## src/rtl/xdma_pkg.sv

```systemverilog
package xdma_pkg;
    localparam int ADDR_W  = 32;
    localparam int DATA_W  = 32;
    localparam int BC_W    = 24;
    localparam int SRC_FW  = 4;
    localparam int MAX_SRC = 1 << SRC_FW;

    localparam logic [5:0] OFS_CTRL = 6'h00;
    localparam logic [5:0] OFS_STAT = 6'h04;
    localparam logic [5:0] OFS_CUR  = 6'h08;
    localparam logic [5:0] OFS_NEXT = 6'h24;

    localparam int BIT_BUSY = 13;
    localparam int BIT_EOT  = 12;
    localparam int BIT_EOC  = 11;
    localparam int BIT_ERR  = 3;

    typedef enum logic [2:0] {
        ST_IDLE, ST_FETCH, ST_RD, ST_WR, ST_WB, ST_DONE, ST_LINK
    } xdma_state_e;

    typedef struct packed {
        logic              irq_en;
        logic [SRC_FW-1:0] nsrc_m1;
        logic              zchk;
        logic              fill;
        logic              wback;
    } desc_ctl_t;
endpackage

```

## src/rtl/xdma_regs.sv

```systemverilog
module xdma_regs
    import xdma_pkg::*;
(
    input  logic              clk,
    input  logic              rst,
    input  logic              reg_wr,
    input  logic [5:0]        reg_addr,
    input  logic [DATA_W-1:0] reg_wdata,
    output logic [DATA_W-1:0] reg_rdata,
    input  logic              busy,
    input  logic [ADDR_W-1:0] cur_desc,
    input  logic              set_eot,
    input  logic              set_eoc,
    input  logic              set_err,
    input  logic              arm_irq,
    output logic              start,
    output logic              append,
    output logic [ADDR_W-1:0] start_addr,
    output logic              irq
);
    logic en_q, eot_q, eoc_q, err_q, arm_q;
    logic eot_n, eoc_n, err_n;
    logic [ADDR_W-1:0] next_q;
    logic wr_ctrl, wr_stat;

    assign wr_ctrl = reg_wr && (reg_addr == OFS_CTRL);
    assign wr_stat = reg_wr && (reg_addr == OFS_STAT);
    assign start   = wr_ctrl && reg_wdata[0] && !reg_wdata[1] && !en_q && !busy;
    assign append  = wr_ctrl && reg_wdata[0] && reg_wdata[1] && !busy;
    assign start_addr = next_q;

    always_comb begin
        eot_n = set_eot || (eot_q && !(wr_stat && reg_wdata[BIT_EOT]));
        eoc_n = set_eoc || (eoc_q && !(wr_stat && reg_wdata[BIT_EOC]));
        err_n = set_err || (err_q && !(wr_stat && reg_wdata[BIT_ERR]));
    end

    always_ff @(posedge clk) begin
        if (rst) begin
            en_q   <= 1'b0;
            eot_q  <= 1'b0;
            eoc_q  <= 1'b0;
            err_q  <= 1'b0;
            arm_q  <= 1'b0;
            next_q <= '0;
        end else begin
            if (set_err)      en_q <= 1'b0;
            else if (wr_ctrl) en_q <= reg_wdata[0];
            if (reg_wr && reg_addr == OFS_NEXT) next_q <= reg_wdata;
            eot_q <= eot_n;
            eoc_q <= eoc_n;
            err_q <= err_n;
            arm_q <= arm_irq || ((eot_n || eoc_n) && arm_q);
        end
    end

    assign irq = (arm_q && (eot_q || eoc_q)) || err_q;

    always_comb begin
        reg_rdata = '0;
        case (reg_addr)
            OFS_CTRL: reg_rdata[0] = en_q;
            OFS_STAT: begin
                reg_rdata[BIT_BUSY] = busy;
                reg_rdata[BIT_EOT]  = eot_q;
                reg_rdata[BIT_EOC]  = eoc_q;
                reg_rdata[BIT_ERR]  = err_q;
            end
            OFS_CUR:  reg_rdata = cur_desc;
            OFS_NEXT: reg_rdata = next_q;
            default:  reg_rdata = '0;
        endcase
    end

    assert_err_disables_R9: assert property (@(posedge clk) disable iff (rst)
        $rose(err_q) |-> !en_q);

    assert_irq_clear_R10: assert property (@(posedge clk) disable iff (rst)
        (wr_stat && reg_wdata[BIT_EOT] && reg_wdata[BIT_EOC] && reg_wdata[BIT_ERR]
         && !set_eot && !set_eoc && !set_err && !arm_irq) |=> !irq);
endmodule

```

## src/rtl/xdma_core.sv

```systemverilog
module xdma_core
    import xdma_pkg::*;
(
    input  logic              clk,
    input  logic              rst,
    input  logic              start,
    input  logic              append,
    input  logic [ADDR_W-1:0] start_addr,
    output logic              busy,
    output logic [ADDR_W-1:0] cur_desc,
    output logic              set_eot,
    output logic              set_eoc,
    output logic              set_err,
    output logic              arm_irq,
    output logic              mem_req,
    output logic              mem_we,
    output logic [ADDR_W-1:0] mem_addr,
    output logic [DATA_W-1:0] mem_wdata,
    input  logic              mem_gnt,
    input  logic [DATA_W-1:0] mem_rdata,
    input  logic              mem_err
);
    localparam int WC_W = BC_W - 2;
    localparam int IW   = SRC_FW;

    xdma_state_e       state_q;
    logic [ADDR_W-1:0] cur_q, dest_q;
    desc_ctl_t         ctl_q;
    logic [DATA_W-1:0] fill_q, acc_q, acc_n;
    logic [BC_W-1:0]   bc_q;
    logic [ADDR_W-1:0] src_q [MAX_SRC];
    logic [5:0]        step_q;
    logic [IW-1:0]     sidx_q;
    logic [WC_W-1:0]   widx_q, nwords;
    logic              zr_q;
    logic              xfer, ok, last_src, last_word, last_fetch;
    logic [IW:0]       nsrc;
    xdma_state_e       post_st, first_st;

    assign nsrc       = {1'b0, ctl_q.nsrc_m1} + 1'b1;
    assign nwords     = bc_q[BC_W-1:2] + WC_W'(|bc_q[1:0]);
    assign xfer       = mem_req && mem_gnt;
    assign ok         = xfer && !mem_err;
    assign acc_n      = (sidx_q == '0) ? mem_rdata : (acc_q ^ mem_rdata);
    assign last_src   = ({1'b0, sidx_q} == (nsrc - 1'b1));
    assign last_word  = ((widx_q + WC_W'(1)) == nwords);
    assign last_fetch = (step_q == (6'd4 + 6'(ctl_q.nsrc_m1)));
    assign post_st    = ctl_q.wback ? ST_WB : ST_DONE;
    assign first_st   = (nwords == '0) ? post_st :
                        ((ctl_q.fill && !ctl_q.zchk) ? ST_WR : ST_RD);

    always_ff @(posedge clk) begin
        if (rst) begin
            state_q <= ST_IDLE;
            cur_q   <= '0;
            ctl_q   <= '0;
            step_q  <= '0;
            sidx_q  <= '0;
            widx_q  <= '0;
            zr_q    <= 1'b0;
            acc_q   <= '0;
        end else begin
            case (state_q)
                ST_IDLE: begin
                    if (start) begin
                        cur_q   <= start_addr;
                        step_q  <= '0;
                        state_q <= ST_FETCH;
                    end else if (append && cur_q != '0) begin
                        state_q <= ST_LINK;
                    end
                end
                ST_FETCH: if (ok) begin
                    case (step_q)
                        6'd0: begin
                            ctl_q.irq_en  <= mem_rdata[0];
                            ctl_q.nsrc_m1 <= mem_rdata[6:3];
                            ctl_q.zchk    <= mem_rdata[7];
                            ctl_q.fill    <= mem_rdata[8];
                            ctl_q.wback   <= mem_rdata[11];
                        end
                        6'd1:    fill_q <= mem_rdata;
                        6'd2:    bc_q   <= mem_rdata[BC_W-1:0];
                        6'd3:    dest_q <= mem_rdata;
                        default: src_q[IW'(step_q - 6'd4)] <= mem_rdata;
                    endcase
                    if (step_q > 6'd3 && last_fetch) begin
                        widx_q  <= '0;
                        sidx_q  <= '0;
                        zr_q    <= 1'b0;
                        state_q <= first_st;
                    end else begin
                        step_q <= step_q + 6'd1;
                    end
                end
                ST_RD: if (ok) begin
                    acc_q <= acc_n;
                    if (last_src) begin
                        sidx_q <= '0;
                        if (ctl_q.zchk) begin
                            zr_q <= zr_q || (acc_n != '0);
                            if (last_word) state_q <= post_st;
                            else           widx_q  <= widx_q + WC_W'(1);
                        end else begin
                            state_q <= ST_WR;
                        end
                    end else begin
                        sidx_q <= sidx_q + IW'(1);
                    end
                end
                ST_WR: if (ok) begin
                    if (last_word) begin
                        state_q <= post_st;
                    end else begin
                        widx_q  <= widx_q + WC_W'(1);
                        state_q <= ctl_q.fill ? ST_WR : ST_RD;
                    end
                end
                ST_WB:   if (ok) state_q <= ST_DONE;
                ST_DONE: state_q <= ST_LINK;
                ST_LINK: if (ok) begin
                    if (mem_rdata != '0) begin
                        cur_q   <= mem_rdata;
                        step_q  <= '0;
                        state_q <= ST_FETCH;
                    end else begin
                        state_q <= ST_IDLE;
                    end
                end
                default: state_q <= ST_IDLE;
            endcase
            if (xfer && mem_err) state_q <= ST_IDLE;
        end
    end

    always_comb begin
        mem_req   = 1'b0;
        mem_we    = 1'b0;
        mem_addr  = '0;
        mem_wdata = '0;
        case (state_q)
            ST_FETCH: begin
                mem_req  = 1'b1;
                mem_addr = (step_q < 6'd4) ?
                           cur_q + ADDR_W'({step_q, 2'b00}) + ADDR_W'(4) :
                           cur_q + ADDR_W'({step_q, 3'b000}) - ADDR_W'(8);
            end
            ST_RD: begin
                mem_req  = 1'b1;
                mem_addr = src_q[sidx_q] + ADDR_W'({widx_q, 2'b00});
            end
            ST_WR: begin
                mem_req   = 1'b1;
                mem_we    = 1'b1;
                mem_addr  = dest_q + ADDR_W'({widx_q, 2'b00});
                mem_wdata = ctl_q.fill ? fill_q : acc_q;
            end
            ST_WB: begin
                mem_req   = 1'b1;
                mem_we    = 1'b1;
                mem_addr  = cur_q + ADDR_W'(12);
                mem_wdata = {1'b1, zr_q, 6'b0, bc_q};
            end
            ST_LINK: begin
                mem_req  = 1'b1;
                mem_addr = cur_q;
            end
            default: ;
        endcase
    end

    assign busy     = (state_q != ST_IDLE);
    assign cur_desc = cur_q;
    assign set_eot  = (state_q == ST_DONE);
    assign arm_irq  = (state_q == ST_DONE) && ctl_q.irq_en;
    assign set_eoc  = (state_q == ST_LINK) && ok && (mem_rdata == '0);
    assign set_err  = xfer && mem_err;

    assert_req_hold_R2: assert property (@(posedge clk) disable iff (rst)
        (mem_req && !mem_gnt) |=> (mem_req && $stable(mem_addr) && $stable(mem_we)));

    assert_src_range_R3: assert property (@(posedge clk) disable iff (rst)
        (state_q == ST_RD) |-> ({1'b0, sidx_q} < nsrc));

    assert_zchk_no_data_R5: assert property (@(posedge clk) disable iff (rst)
        (mem_req && mem_we && ctl_q.zchk) |-> (mem_addr == cur_q + ADDR_W'(12)));

    assert_err_holds_cur_R9: assert property (@(posedge clk) disable iff (rst)
        set_err |=> ($stable(cur_q) && !busy));
endmodule

```

## src/rtl/xdma_engine.sv

```systemverilog
module xdma_engine
    import xdma_pkg::*;
(
    input  logic              clk,
    input  logic              rst,
    input  logic              reg_wr,
    input  logic [5:0]        reg_addr,
    input  logic [DATA_W-1:0] reg_wdata,
    output logic [DATA_W-1:0] reg_rdata,
    output logic              irq,
    output logic              mem_req,
    output logic              mem_we,
    output logic [ADDR_W-1:0] mem_addr,
    output logic [DATA_W-1:0] mem_wdata,
    input  logic              mem_gnt,
    input  logic [DATA_W-1:0] mem_rdata,
    input  logic              mem_err
);
    logic              busy, start, append;
    logic              set_eot, set_eoc, set_err, arm_irq;
    logic [ADDR_W-1:0] cur_desc, start_addr;

    xdma_regs regs_i (
        .clk(clk), .rst(rst),
        .reg_wr(reg_wr), .reg_addr(reg_addr), .reg_wdata(reg_wdata), .reg_rdata(reg_rdata),
        .busy(busy), .cur_desc(cur_desc),
        .set_eot(set_eot), .set_eoc(set_eoc), .set_err(set_err), .arm_irq(arm_irq),
        .start(start), .append(append), .start_addr(start_addr), .irq(irq)
    );

    xdma_core core_i (
        .clk(clk), .rst(rst),
        .start(start), .append(append), .start_addr(start_addr),
        .busy(busy), .cur_desc(cur_desc),
        .set_eot(set_eot), .set_eoc(set_eoc), .set_err(set_err), .arm_irq(arm_irq),
        .mem_req(mem_req), .mem_we(mem_we), .mem_addr(mem_addr), .mem_wdata(mem_wdata),
        .mem_gnt(mem_gnt), .mem_rdata(mem_rdata), .mem_err(mem_err)
    );

    assert_idle_quiet_R1: assert property (@(posedge clk) disable iff (rst)
        !busy |-> !mem_req);
endmodule

```

## config.mk

```make
export PLATFORM = sky130hd
export DESIGN_NAME = xdma_engine
export DESIGN_NICKNAME = d
export VERILOG_FILES = /design/src/rtl/xdma_pkg.sv /design/src/rtl/xdma_regs.sv /design/src/rtl/xdma_core.sv /design/src/rtl/xdma_engine.sv
export SDC_FILE = /design/constraint.sdc
export NUM_CORES = 1
export LEC_CHECK = 0
export ABC_CLOCK_PERIOD_IN_PS = 6900
export BUFFER_PORTS_ARGS = -buffer_cell sky130_fd_sc_hd__buf_2
export CAP_MARGIN = 15
export CORE_MARGIN = 2
export CORE_UTILIZATION = 33
export CTS_CLUSTER_DIAMETER = 200
export DETAILED_ROUTE_END_ITERATION = 8
export PLACE_DENSITY = 0.48
export SYNTH_ARGS = -nofsm -noshare
export SYNTH_HDL_FRONTEND = slang
export SYNTH_HIERARCHICAL = 1
export SYNTH_SLANG_ARGS = --single-unit
```

## constraint.sdc

```tcl
create_clock -name clk -period 6.9 [get_ports clk]
set_clock_uncertainty 0.05 [all_clocks]
set_input_delay 1.38 -clock clk [delete_from_list [all_inputs] [get_ports clk]]
set_output_delay 1.38 -clock clk [all_outputs]
set_load 0.01 [all_outputs]
```

==> out/qor.yml <==
place_inst: 4581
synth_compound_area_share_pct: 11.52
num_antenna_cells: 0
wire_per_inst_um: 27.76
synth-simple-area-share_pct: 10.65
synth_fa_ha_area_share_pct: 3.821
postSynthAreaPerCell_sq_um: 12.53
first_pass_iters: 6
clk_latency_ns: 0.67
hp-class: "reg2reg"
grt_first_pass_wirelength_mm: 189.0
yosys.area.top_type: "edfxtp_1"
hp-start: "regs_i/start_addr[25]$_SDFFE_PP0P_"
grt_overflow: 0
outcome: "finished clean"
gp_congestion: 0.8979
clkTransAtPathRegs_ns: 0.06
finalCriticalPeriod_ns: 6.697
drt_wl_total_mm: 132.2
final.period_utilization_pct: 97.06
synth_common_cells: "600 x edfxtp_1, 235 x nand2_1, 225 x nor2_1"
layout-drive-gt1-share_pct: 18.78
die_area_sq_mm: 0.1166
hold_viol_final: 0
ys_warn_count: 6
syn_nets: 3189
p_leak_nw: 14.68
cp.arrival_ns: 5.27
synth_top_family_by_area: "compound AO/OA/AOI/OAI gates"
vias: 27200
grt_max_degree: 97
ys.flop_type: "edfxtp_1"
maxSlewHeadroom_pct: 17.53
worstReg2RegStart: "core_i/state_q[1]$_SDFFE_PP0P_"
worst_pin_slew_ns: 1.234
synth_edf_count: 600
synth.distinct_cells: 88
finish.utilization_pct: 38.69
maxCapViolations: 0
rows: 123
first_global_vias: 26640
ys_ff_latch: 749
hpwlAfterDp_mm: 88.37
yosysSeqAreaShare_pct: 55.87
syn_to_final_growth_pct: 16.12
first_iter_violations: 2961
vias_per_cell: 5.709
place_area_sq_mm: 0.04050
synth_area_leaders: "edfxtp_1 48%, mux4_2 8.7%, dfxtp_1 7.9%"
antenna_found_initial: 8
synth_xor_xnor_area_share_pct: 3.944
syn-cell-area_sq_mm: 0.03759
num-nets-final: 3379
clockBufferDepth: 3
criticalPathCategory: "reg2out"
port_buffers: 173
stdcell_count: 4764
hold_buffers: 0
ios: 174
regToRegSetupSlack_ns: 2.39
ant_nets: 0
crit_path_start_kind: "register"
core_sq_mm: 0.1128
worstSetupEndpointType: "output pin"
die_width_um: 341.5
total_power_w: 0.01216
grtUsageTotal_pct: 22.15
path_max_fanout: 11
yosysMostFrequentCell: "edfxtp_1"
final-setup-viol-count: 0
drc: 0
ys_async_sr_fraction_pct: 0
netlist_instances: 3001
synth.top_cell.area_share_pct: 47.93
htreeDepth: 3
max-vdd-ir-drop_mv: 0.1642
cts_tree: "built"
initial_utilization_pct: 33.32
power_density_mw_per_mm2: 278.6
critPathRequiredTime_ns: 5.47
synthMuxAreaShare_pct: 11.36
die_h_um: 341.5
cts_made_buffers: 85
fin_area_sq_mm: 0.04365
maxSlewViolCount: 0
clock.fmax_mhz: 149.3
clockRootBuffer: "clkbuf_16"
clock-sinks: 749
## state kept, by name (all words and copies together) (netlist names), 3 cells and up, named ones only
| register | cells |
|---|---|
| core_i/acc_q | 32 |
| core_i/bc_q | 24 |
| core_i/ctl_q | 8 |
| core_i/cur_desc | 32 |
| core_i/dest_q | 32 |
| core_i/fill_q | 32 |
| core_i/sidx_q | 4 |
| core_i/src_q | 512 |
| core_i/state_q | 3 |
| core_i/step_q | 6 |
| core_i/widx_q | 22 |
| regs_i/start_addr | 32 |
## logic make-up (layout without fill, tap and decap cells)
family	after synthesis	in the layout
xor+xnor	163	163
mux	244	244
flops	749	749
compound gates	661	661
fa+ha+maj	113	113
simple gates	807	807
buf+inv	264	527
## worst paths after layout
path                                        endpoint  cells past startpoint
setup / recovery                        mem_addr[31]                     18
hold / removal    regs_i/start_addr[25]$_SDFFE_PP0P_                      2
setup reg to reg        core_i/src_q[1][4]$_DFFE_PP_                     10
hold reg to reg   regs_i/start_addr[25]$_SDFFE_PP0P_                      2
## metal layers
layer	global-route usage (%)	vias up	routed length, um
li1	-	12010	-
met1	30.74	14030	58240
met2	36.00	975	61900
met3	2.978	188	8144
met4	6.911	2	3942
met5	0	-	13
## through the flow
stage               hold slack, ns  setup WS (ns)  TNS (ns)
CTS                         0.4347        0.02372         0
detailed placement          0.4240         0.4363         0
floorplan                   0.4015        0.01624         0
finish                      0.4393         0.2026         0
global placement            0.4232         0.3561         0
global route                0.4631       -0.02130  -0.02130
## layout by cell type (no fill, tap or decap), types with 31 or more instances in the layout
master       n
ha_1       108
nand2_1    234
nor3_1      42
buf_4       95
clkbuf_16   87
nand3_1     57
mux2i_1     98
buf_2      172
o21ai_0    172
o31ai_1     53
dfxtp_1    144
inv_1       85
xnor2_1    109
a211oi_1    50
xor2_1      50
edfxtp_1   600
nor2_1     211
a21oi_1    117
nand4_1     58
a31oi_1     36
and3_1      31
mux4_2     146
a22oi_1     47
## repair_timing
item	4_1_cts	5_1_grt
setup buffers	0	18
gates cloned	2	2
hold endpoints to repair	0	0
setup endpoints to repair	7	8
resized for setup	7	19
pin swaps	1	4
## area by class of cell
class	count	area [sq um]
Clock buffer	107	2220
Clock inverter	53	581.8
Fill cell	10690	69160
Inverter	86	322.8
Multi-Input combinational cell	1988	15760
Sequential cell	749	21010
Tap cell	1500	1877
Timing Repair Buffer	281	1879
## report_power, final
part | switching (W) | leakage (nW) | internal [W] | total (W)
logic | 0.00159 | 6.73 | 0.000913 | 0.00251
registers | 0.000165 | 6.60 | 0.00494 | 0.00511
clock network | 0.00191 | 1.35 | 0.00264 | 0.00455
total | 0.00366 | 14.7 | 0.00850 | 0.0122
## critical path, stage by stage (launching register included)
cell and delay [ns]:
dfxtp_4 0.52, buf_16 0.20, mux4_2 0.51, mux4_2 0.54
nand2_1 0.10, nand2_1 0.08, ha_1 0.37, nand2_1 0.19
nor4_4 0.35, a21oi_2 0.14, o21ai_2 0.19, o41ai_2 0.09
buf_4 0.14, a211oi_1 0.22, buf_4 0.20, nand3_1 0.08
xor2_1 0.19, a211o_1 0.34, buf_2 0.15
No activity file was read; power rests on OpenSTA's default activity.
